===== config.mk =====
export PLATFORM = sky130hd
export DESIGN_NAME = irq_dual_router
export DESIGN_NICKNAME = d
export VERILOG_FILES = /design/src/rtl/ic_pkg.sv /design/src/rtl/ic_enable_pair.sv /design/src/rtl/ic_level_view.sv /design/src/rtl/irq_dual_router.sv
export SDC_FILE = /design/constraint.sdc
export NUM_CORES = 1
export LEC_CHECK = 0
export BUFFER_PORTS_ARGS = -buffer_cell sky130_fd_sc_hd__buf_4
export CORE_ASPECT_RATIO = 1.1
export CORE_UTILIZATION = 40
export CTS_BUF_LIST = sky130_fd_sc_hd__clkbuf_2 sky130_fd_sc_hd__clkbuf_4 sky130_fd_sc_hd__clkbuf_8
export CTS_CLUSTER_SIZE = 16
export DETAILED_ROUTE_END_ITERATION = 7
export SKIP_CTS_REPAIR_TIMING = 1
export SLEW_MARGIN = 20
export SYNTH_ARGS = -nofsm -noshare
export SYNTH_HDL_FRONTEND = slang
export SYNTH_SLANG_ARGS = --single-unit

===== constraint.sdc =====
create_clock -name clk -period 2.54 [get_ports clk]
set_input_delay 0.762 -clock clk [delete_from_list [all_inputs] [get_ports clk]]
set_output_delay 0.762 -clock clk [all_outputs]
set_load 0.05 [all_outputs]

===== src/rtl/ic_pkg.sv =====
package ic_pkg;
    localparam int SEL_W   = 4;
    localparam int SUM_BIT = 0;
    localparam int SWI_BIT = 1;

    typedef enum logic [SEL_W-1:0] {
        SEL_N_RAW = 4'd0,
        SEL_N_EN  = 4'd1,
        SEL_N_CLR = 4'd2,
        SEL_N_STA = 4'd3,
        SEL_F_RAW = 4'd4,
        SEL_F_EN  = 4'd5,
        SEL_F_CLR = 4'd6,
        SEL_F_STA = 4'd7,
        SEL_SWI   = 4'd8
    } reg_sel_e;
endpackage


===== src/rtl/ic_enable_pair.sv =====
module ic_enable_pair #(
    parameter int REG_W = 32,
    parameter logic [REG_W-1:0] SRC_MASK = '0
) (
    input  logic                   clk,
    input  logic                   rst_n,
    input  logic                   wr_en,
    input  logic [ic_pkg::SEL_W-1:0] wr_sel,
    input  logic [REG_W-1:0]       wr_data,
    output logic [REG_W-1:0]       n_en,
    output logic [REG_W-1:0]       f_en
);
    typedef struct packed {
        logic [REG_W-1:0] n_en;
        logic [REG_W-1:0] f_en;
    } en_t;

    en_t st_d, st_q;
    logic [REG_W-1:0] n_set, n_clr, f_set, f_clr;

    always_comb begin
        n_set = '0;
        n_clr = '0;
        f_set = '0;
        f_clr = '0;
        if (wr_en) begin
            case (ic_pkg::reg_sel_e'(wr_sel))
                ic_pkg::SEL_N_EN:  n_set = wr_data & SRC_MASK;
                ic_pkg::SEL_N_CLR: n_clr = wr_data;
                ic_pkg::SEL_F_EN:  f_set = wr_data & SRC_MASK;
                ic_pkg::SEL_F_CLR: f_clr = wr_data;
                default: ;
            endcase
        end
        st_d.n_en = (st_q.n_en | n_set) & ~n_clr & ~f_set;
        st_d.f_en = (st_q.f_en | f_set) & ~f_clr & ~n_set;
    end

    always_ff @(posedge clk or negedge rst_n) begin
        if (!rst_n) st_q <= '0;
        else        st_q <= st_d;
    end

    assign n_en = st_q.n_en;
    assign f_en = st_q.f_en;

    // the masks never overlap
    a_r8_exclusive: assert property (@(posedge clk) disable iff (!rst_n)
        (st_q.n_en & st_q.f_en) == '0);
    // positions outside the hardware sources stay disabled
    a_r9_reserved: assert property (@(posedge clk) disable iff (!rst_n)
        ((st_q.n_en | st_q.f_en) & ~SRC_MASK) == '0);
    // a clear write removes every bit it names
    a_r4_clear: assert property (@(posedge clk) disable iff (!rst_n)
        (wr_en && wr_sel == ic_pkg::SEL_N_CLR) |=> ((st_q.n_en & $past(wr_data)) == '0));
    // a fast-level set removes the bit from the normal level
    a_r8_steal: assert property (@(posedge clk) disable iff (!rst_n)
        (wr_en && wr_sel == ic_pkg::SEL_F_EN) |=> ((st_q.n_en & $past(wr_data)) == '0));
endmodule


===== src/rtl/ic_level_view.sv =====
module ic_level_view #(
    parameter int REG_W = 32,
    parameter logic [REG_W-1:0] SRC_MASK = '0
) (
    input  logic [REG_W-1:0] src_req,
    input  logic [REG_W-1:0] enable,
    input  logic             swi_hit,
    output logic [REG_W-1:0] raw,
    output logic [REG_W-1:0] sta,
    output logic             req
);
    logic [REG_W-1:0] pass;

    always_comb begin
        raw = src_req & SRC_MASK;
        raw[ic_pkg::SWI_BIT] = swi_hit;
        pass = raw & (enable | (REG_W'(1) << ic_pkg::SWI_BIT));
        req = |pass[REG_W-1:1];
        sta = pass;
        sta[ic_pkg::SUM_BIT] = req;
    end
endmodule


===== src/rtl/irq_dual_router.sv =====
module irq_dual_router #(
    parameter int REG_W = 32,
    parameter int N_SRC = 24
) (
    input  logic                     clk,
    input  logic                     rst_n,
    input  logic [REG_W-1:0]         src_req,
    input  logic [ic_pkg::SEL_W-1:0] bus_addr,
    input  logic                     bus_we,
    input  logic [REG_W-1:0]         bus_wdata,
    output logic [REG_W-1:0]         bus_rdata,
    output logic                     irq_o,
    output logic                     fiq_o
);
    localparam int N_LVL = 2;
    localparam logic [REG_W-1:0] SRC_MASK =
        ((REG_W'(1) << (N_SRC + 1)) - REG_W'(1)) & ~REG_W'(3);

    typedef struct packed {
        logic [REG_W-1:0] rdata;
        logic [N_LVL-1:0] swi;
        logic             irq;
        logic             fiq;
    } top_t;

    top_t st_d, st_q;
    logic [REG_W-1:0] en_v  [N_LVL];
    logic [REG_W-1:0] raw_v [N_LVL];
    logic [REG_W-1:0] sta_v [N_LVL];
    logic [N_LVL-1:0] req_v;

    ic_enable_pair #(.REG_W(REG_W), .SRC_MASK(SRC_MASK)) u_en (
        .clk    (clk),
        .rst_n  (rst_n),
        .wr_en  (bus_we),
        .wr_sel (bus_addr),
        .wr_data(bus_wdata),
        .n_en   (en_v[0]),
        .f_en   (en_v[1])
    );

    for (genvar lv = 0; lv < N_LVL; lv++) begin : g_lvl
        ic_level_view #(.REG_W(REG_W), .SRC_MASK(SRC_MASK)) u_view (
            .src_req(src_req),
            .enable (en_v[lv]),
            .swi_hit(st_q.swi[lv]),
            .raw    (raw_v[lv]),
            .sta    (sta_v[lv]),
            .req    (req_v[lv])
        );
    end

    always_comb begin
        st_d = st_q;
        if (bus_we && bus_addr == ic_pkg::SEL_SWI)
            st_d.swi = bus_wdata[N_LVL-1:0];
        st_d.irq = req_v[0];
        st_d.fiq = req_v[1];
        case (ic_pkg::reg_sel_e'(bus_addr))
            ic_pkg::SEL_N_RAW: st_d.rdata = raw_v[0];
            ic_pkg::SEL_N_EN:  st_d.rdata = en_v[0];
            ic_pkg::SEL_N_STA: st_d.rdata = sta_v[0];
            ic_pkg::SEL_F_RAW: st_d.rdata = raw_v[1];
            ic_pkg::SEL_F_EN:  st_d.rdata = en_v[1];
            ic_pkg::SEL_F_STA: st_d.rdata = sta_v[1];
            ic_pkg::SEL_SWI:   st_d.rdata = REG_W'(st_q.swi);
            default:           st_d.rdata = '0;
        endcase
    end

    always_ff @(posedge clk or negedge rst_n) begin
        if (!rst_n) st_q <= '0;
        else        st_q <= st_d;
    end

    assign bus_rdata = st_q.rdata;
    assign irq_o     = st_q.irq;
    assign fiq_o     = st_q.fiq;

    // an injected normal interrupt cannot be masked
    a_r9_swi_n: assert property (@(posedge clk) disable iff (!rst_n)
        st_q.swi[0] |=> irq_o);
    // an injected fast interrupt cannot be masked
    a_r9_swi_f: assert property (@(posedge clk) disable iff (!rst_n)
        st_q.swi[1] |=> fiq_o);
    // a normal request needs an enabled line or an injection one cycle earlier
    a_r6_cause: assert property (@(posedge clk) disable iff (!rst_n)
        irq_o |-> ($past((src_req & en_v[0]) != '0) || $past(st_q.swi[0])));
    // a fast request needs an enabled line or an injection one cycle earlier
    a_r7_cause: assert property (@(posedge clk) disable iff (!rst_n)
        fiq_o |-> ($past((src_req & en_v[1]) != '0) || $past(st_q.swi[1])));
endmodule


==> metrics.cfg <==
[logic_synthesis]
simple_gate_share_of_the_synthesized_area_pct = 10.2
synth_area_sq_um = 4780
post_synth_edffs = 0
post-synth-top-area-cell = sky130_fd_sc_hd__dfrtp_1
synth-seq-cells = 100
async_reset_ff_share_pct = 100
synth-xor-area-share_pct = 0
ys_dominant_reg_cell = sky130_fd_sc_hd__dfrtp_1
synth_cell_type_count = 40
synth_nets = 537
post_synth_mux_area_share_pct = 3.04
yosysTopAreaCellShare_pct = 52.4
synth_area_leaders = sky130_fd_sc_hd__dfrtp_1 (52%), sky130_fd_sc_hd__a31oi_1 (12%), sky130_fd_sc_hd__a21oi_1 (4.1%)
yosysSeqAreaShare_pct = 52.4
yosysWarningCount = 0
yosys.area_share.adder_pct = 0
combinational_family_with_the_most_area_after_synthesis = compound AO/OA/AOI/OAI gates
synth_compound_area_share_pct = 28.5
synthCells = 466
postSynthAreaPerCell_sq_um = 10.3

[critical_path]
regToRegSetupSlack_ps = 750
critPathArrivalTime_ps = 2200
worst-setup-path-type = in -> reg
worstSetupStartpoint = bus_addr[2]
worst-path-max-fanout = 23
worst_r2r_endpoint = bus_rdata[0]
worstSetupEndpoint = u_en.n_en[23]
startpoint_type = primary input
cp.required_ps = 2780
worst_r2r_path_depth = 5
setup.worst_path.end_class = register
r2r-start = u_en.f_en[12]

[timing]
rsz0062_at_grt = false
setup_viol_count_final = 0
fin_setup_tns_ps = 0
period_share_pct = 77.4
fin_worst_skew_ps = 13.4
fmaxAchievable_ghz = 0.508
worstMarginPinSlew_ps = 490
setup_ws_ps = 573
worst_slew_slack_as_a_fraction_of_its_limit_pct = 67.3
fin_max_slew_vios = 0
finalCriticalPeriod_ps = 1970
hold_viol = 0

[finish]
final_nets = 619
most-common-layout-cells = sky130_fd_sc_hd__buf_4 (105), sky130_fd_sc_hd__dfrtp_1 (100), sky130_fd_sc_hd__a31oi_1 (92), sky130_fd_sc_hd__nand2_1 (41), sky130_fd_sc_hd__a21oi_1 (39)
fillerInstances = 1047
final_core_util_pct = 51.1
layout_cell_share_with_drive_strength_beyond_1_pct = 26.4
area_growth_pct = 23.4
commonest_non_fill_non_tap_cell_in_the_layout = sky130_fd_sc_hd__buf_4
post_layout_nonfiller_instances = 703
antenna_cells = 0

[global_route]
first_global_vias = 4134
grt_overflow_total = 0
grt_use_total_pct = 23.7
wire_length_of_the_first_global_routing_pass_mm = 22.2
antenna_violations_before_repair = 0
grt_start_max_net_pins = 57

[clocking]
htree_levels = 3
tritoncts = yes
cts_root_buf = sky130_fd_sc_hd__clkbuf_8
max-clock-path-buffers = 2
clk_pin_slew_worst_paths_ps = 100
cts_sinks = 100
clock_insertion_delay_at_the_later_pin_of_the_skew_report_ps = 380
cts-buffers-inserted = 9

[hold_path]
hold_path_class = in -> async

[place]
dp_cells = 687
routabilityCongestion = 0.840
place.detailed.hpwl_mm = 9.93
i_o_buffers = 95
place_ws_ps = 183

[floorplan]
rows = 41
die_height_um = 117
design.die.area_sq_um = 12400
num_io_pins = 105
floorplan.initialDensity_pct = 41.4
die_w_um = 106
design.core.area_sq_um = 11500

[run]
max_cap_viols = 0

[routing]
firstDrtPassIters = 5
drt-wirelength-per-cell_um = 20.0
antenna_violation_net_count_after_detailed_routing = 0
routed-wl-met3_mm = 1.14
detailroute.wirelength.met2_mm = 6.87
overall_via_count_from_detail_route = 4273
route.top_layer_used = met4
met1Wirelength_mm = 5.72
route.detailed.drc = 0
avgViaCountPerCell = 6.08
postRouteWirelength_mm = 14.1
initialDrtViolationCount = 326

[pwr]
power_density_over_the_cells_nw_per_um2 = 717
worst_ir_drop_vdd_mv = 0.343
power.static_leakage_nw = 2.70

[run_status]
status = completed

registers in the layout, indices dropped and copies added (netlist names):
register / cells
fiq_o: 1
st_q: 2
u_en.n_en: 32
irq_o: 1
u_en.f_en: 32
bus_rdata: 32
cells in the mapped netlist, drive strengths merged, types with 2 or more instances:
cell    instances
nor3b           9
and2            2
o21a           18
nand2          43
a21oi          39
mux2           12
inv            13
a221o           9
a31oi          92
a22oi          11
a22o           13
o22ai          13
nand4           3
clkbuf         13
a221oi          6
dfrtp         100
buf            26
nand4b          2
nor2           22
o21ai           4
nor2b           2
nand2b          3
worst min-delay path by stage:
stage                         end  slack (ps)  depth (start not counted)
global placement    u_en.f_en[27]         470                          1
detailed placement  u_en.f_en[26]         480                          1
floorplan            u_en.n_en[1]         460                          1
CTS                 bus_rdata[16]         210                          1
global route        bus_rdata[16]         220                          1
finish              bus_rdata[16]         220                          1
where the power goes:
group / total [W] / internal (W) / leakage, nW / switching (W)
logic: 0.000897 / 0.000384 / 1.25 / 0.000513
registers: 0.00198 / 0.00179 / 1.31 / 0.000188
clock network: 0.00135 / 0.000783 / 0.137 / 0.000570
total: 0.00423 / 0.00296 / 2.70 / 0.00127
stage by stage:
step           instance area, sq um  hold WS (ps)  total power, W
2_1_floorplan                  4780           457         0.00252
3_3_place_gp                   5620           468         0.00288
3_5_place_dp                   5620           476         0.00290
4_1_cts                        5890           212         0.00425
5_1_grt                        5890           221         0.00442
6_report                       5890           222         0.00423
critical path, stage by stage:
cell                       delay, ps
sky130_fd_sc_hd__buf_4           240
sky130_fd_sc_hd__nor2b_4         230
sky130_fd_sc_hd__and3b_2         390
sky130_fd_sc_hd__nand2b_4        390
sky130_fd_sc_hd__a31oi_1         150
final cells by class:
cell class                      count  area, sq um  area share, %
Timing Repair Buffer              110          888           15.1
Tap cell                          150          188           3.18
Multi-Input combinational cell    314         2000           33.9
Clock inverter                      6          134           2.27
Clock buffer                       10          138           2.33
Sequential cell                   100         2500           42.5
Inverter                           13         48.8          0.828
cell families (layout without fill, tap and decap cells):
kind of cell	Yosys count	after routing
AOI/OAI and AO/OA	207	207
DFF	100	100
and+or+nand+nor	94	94
buffers and inverters	52	139
muxes	13	13
routing by layer:
metal | GRT usage [%] | vias up
li1 | - | 1942
met1 | 29.9 | 2122
met2 | 39.0 | 183
met3 | 5.58 | 26
met4 | 10.6 | 0
met5 | 0 | -
Power figures use the tool's default switching activity.
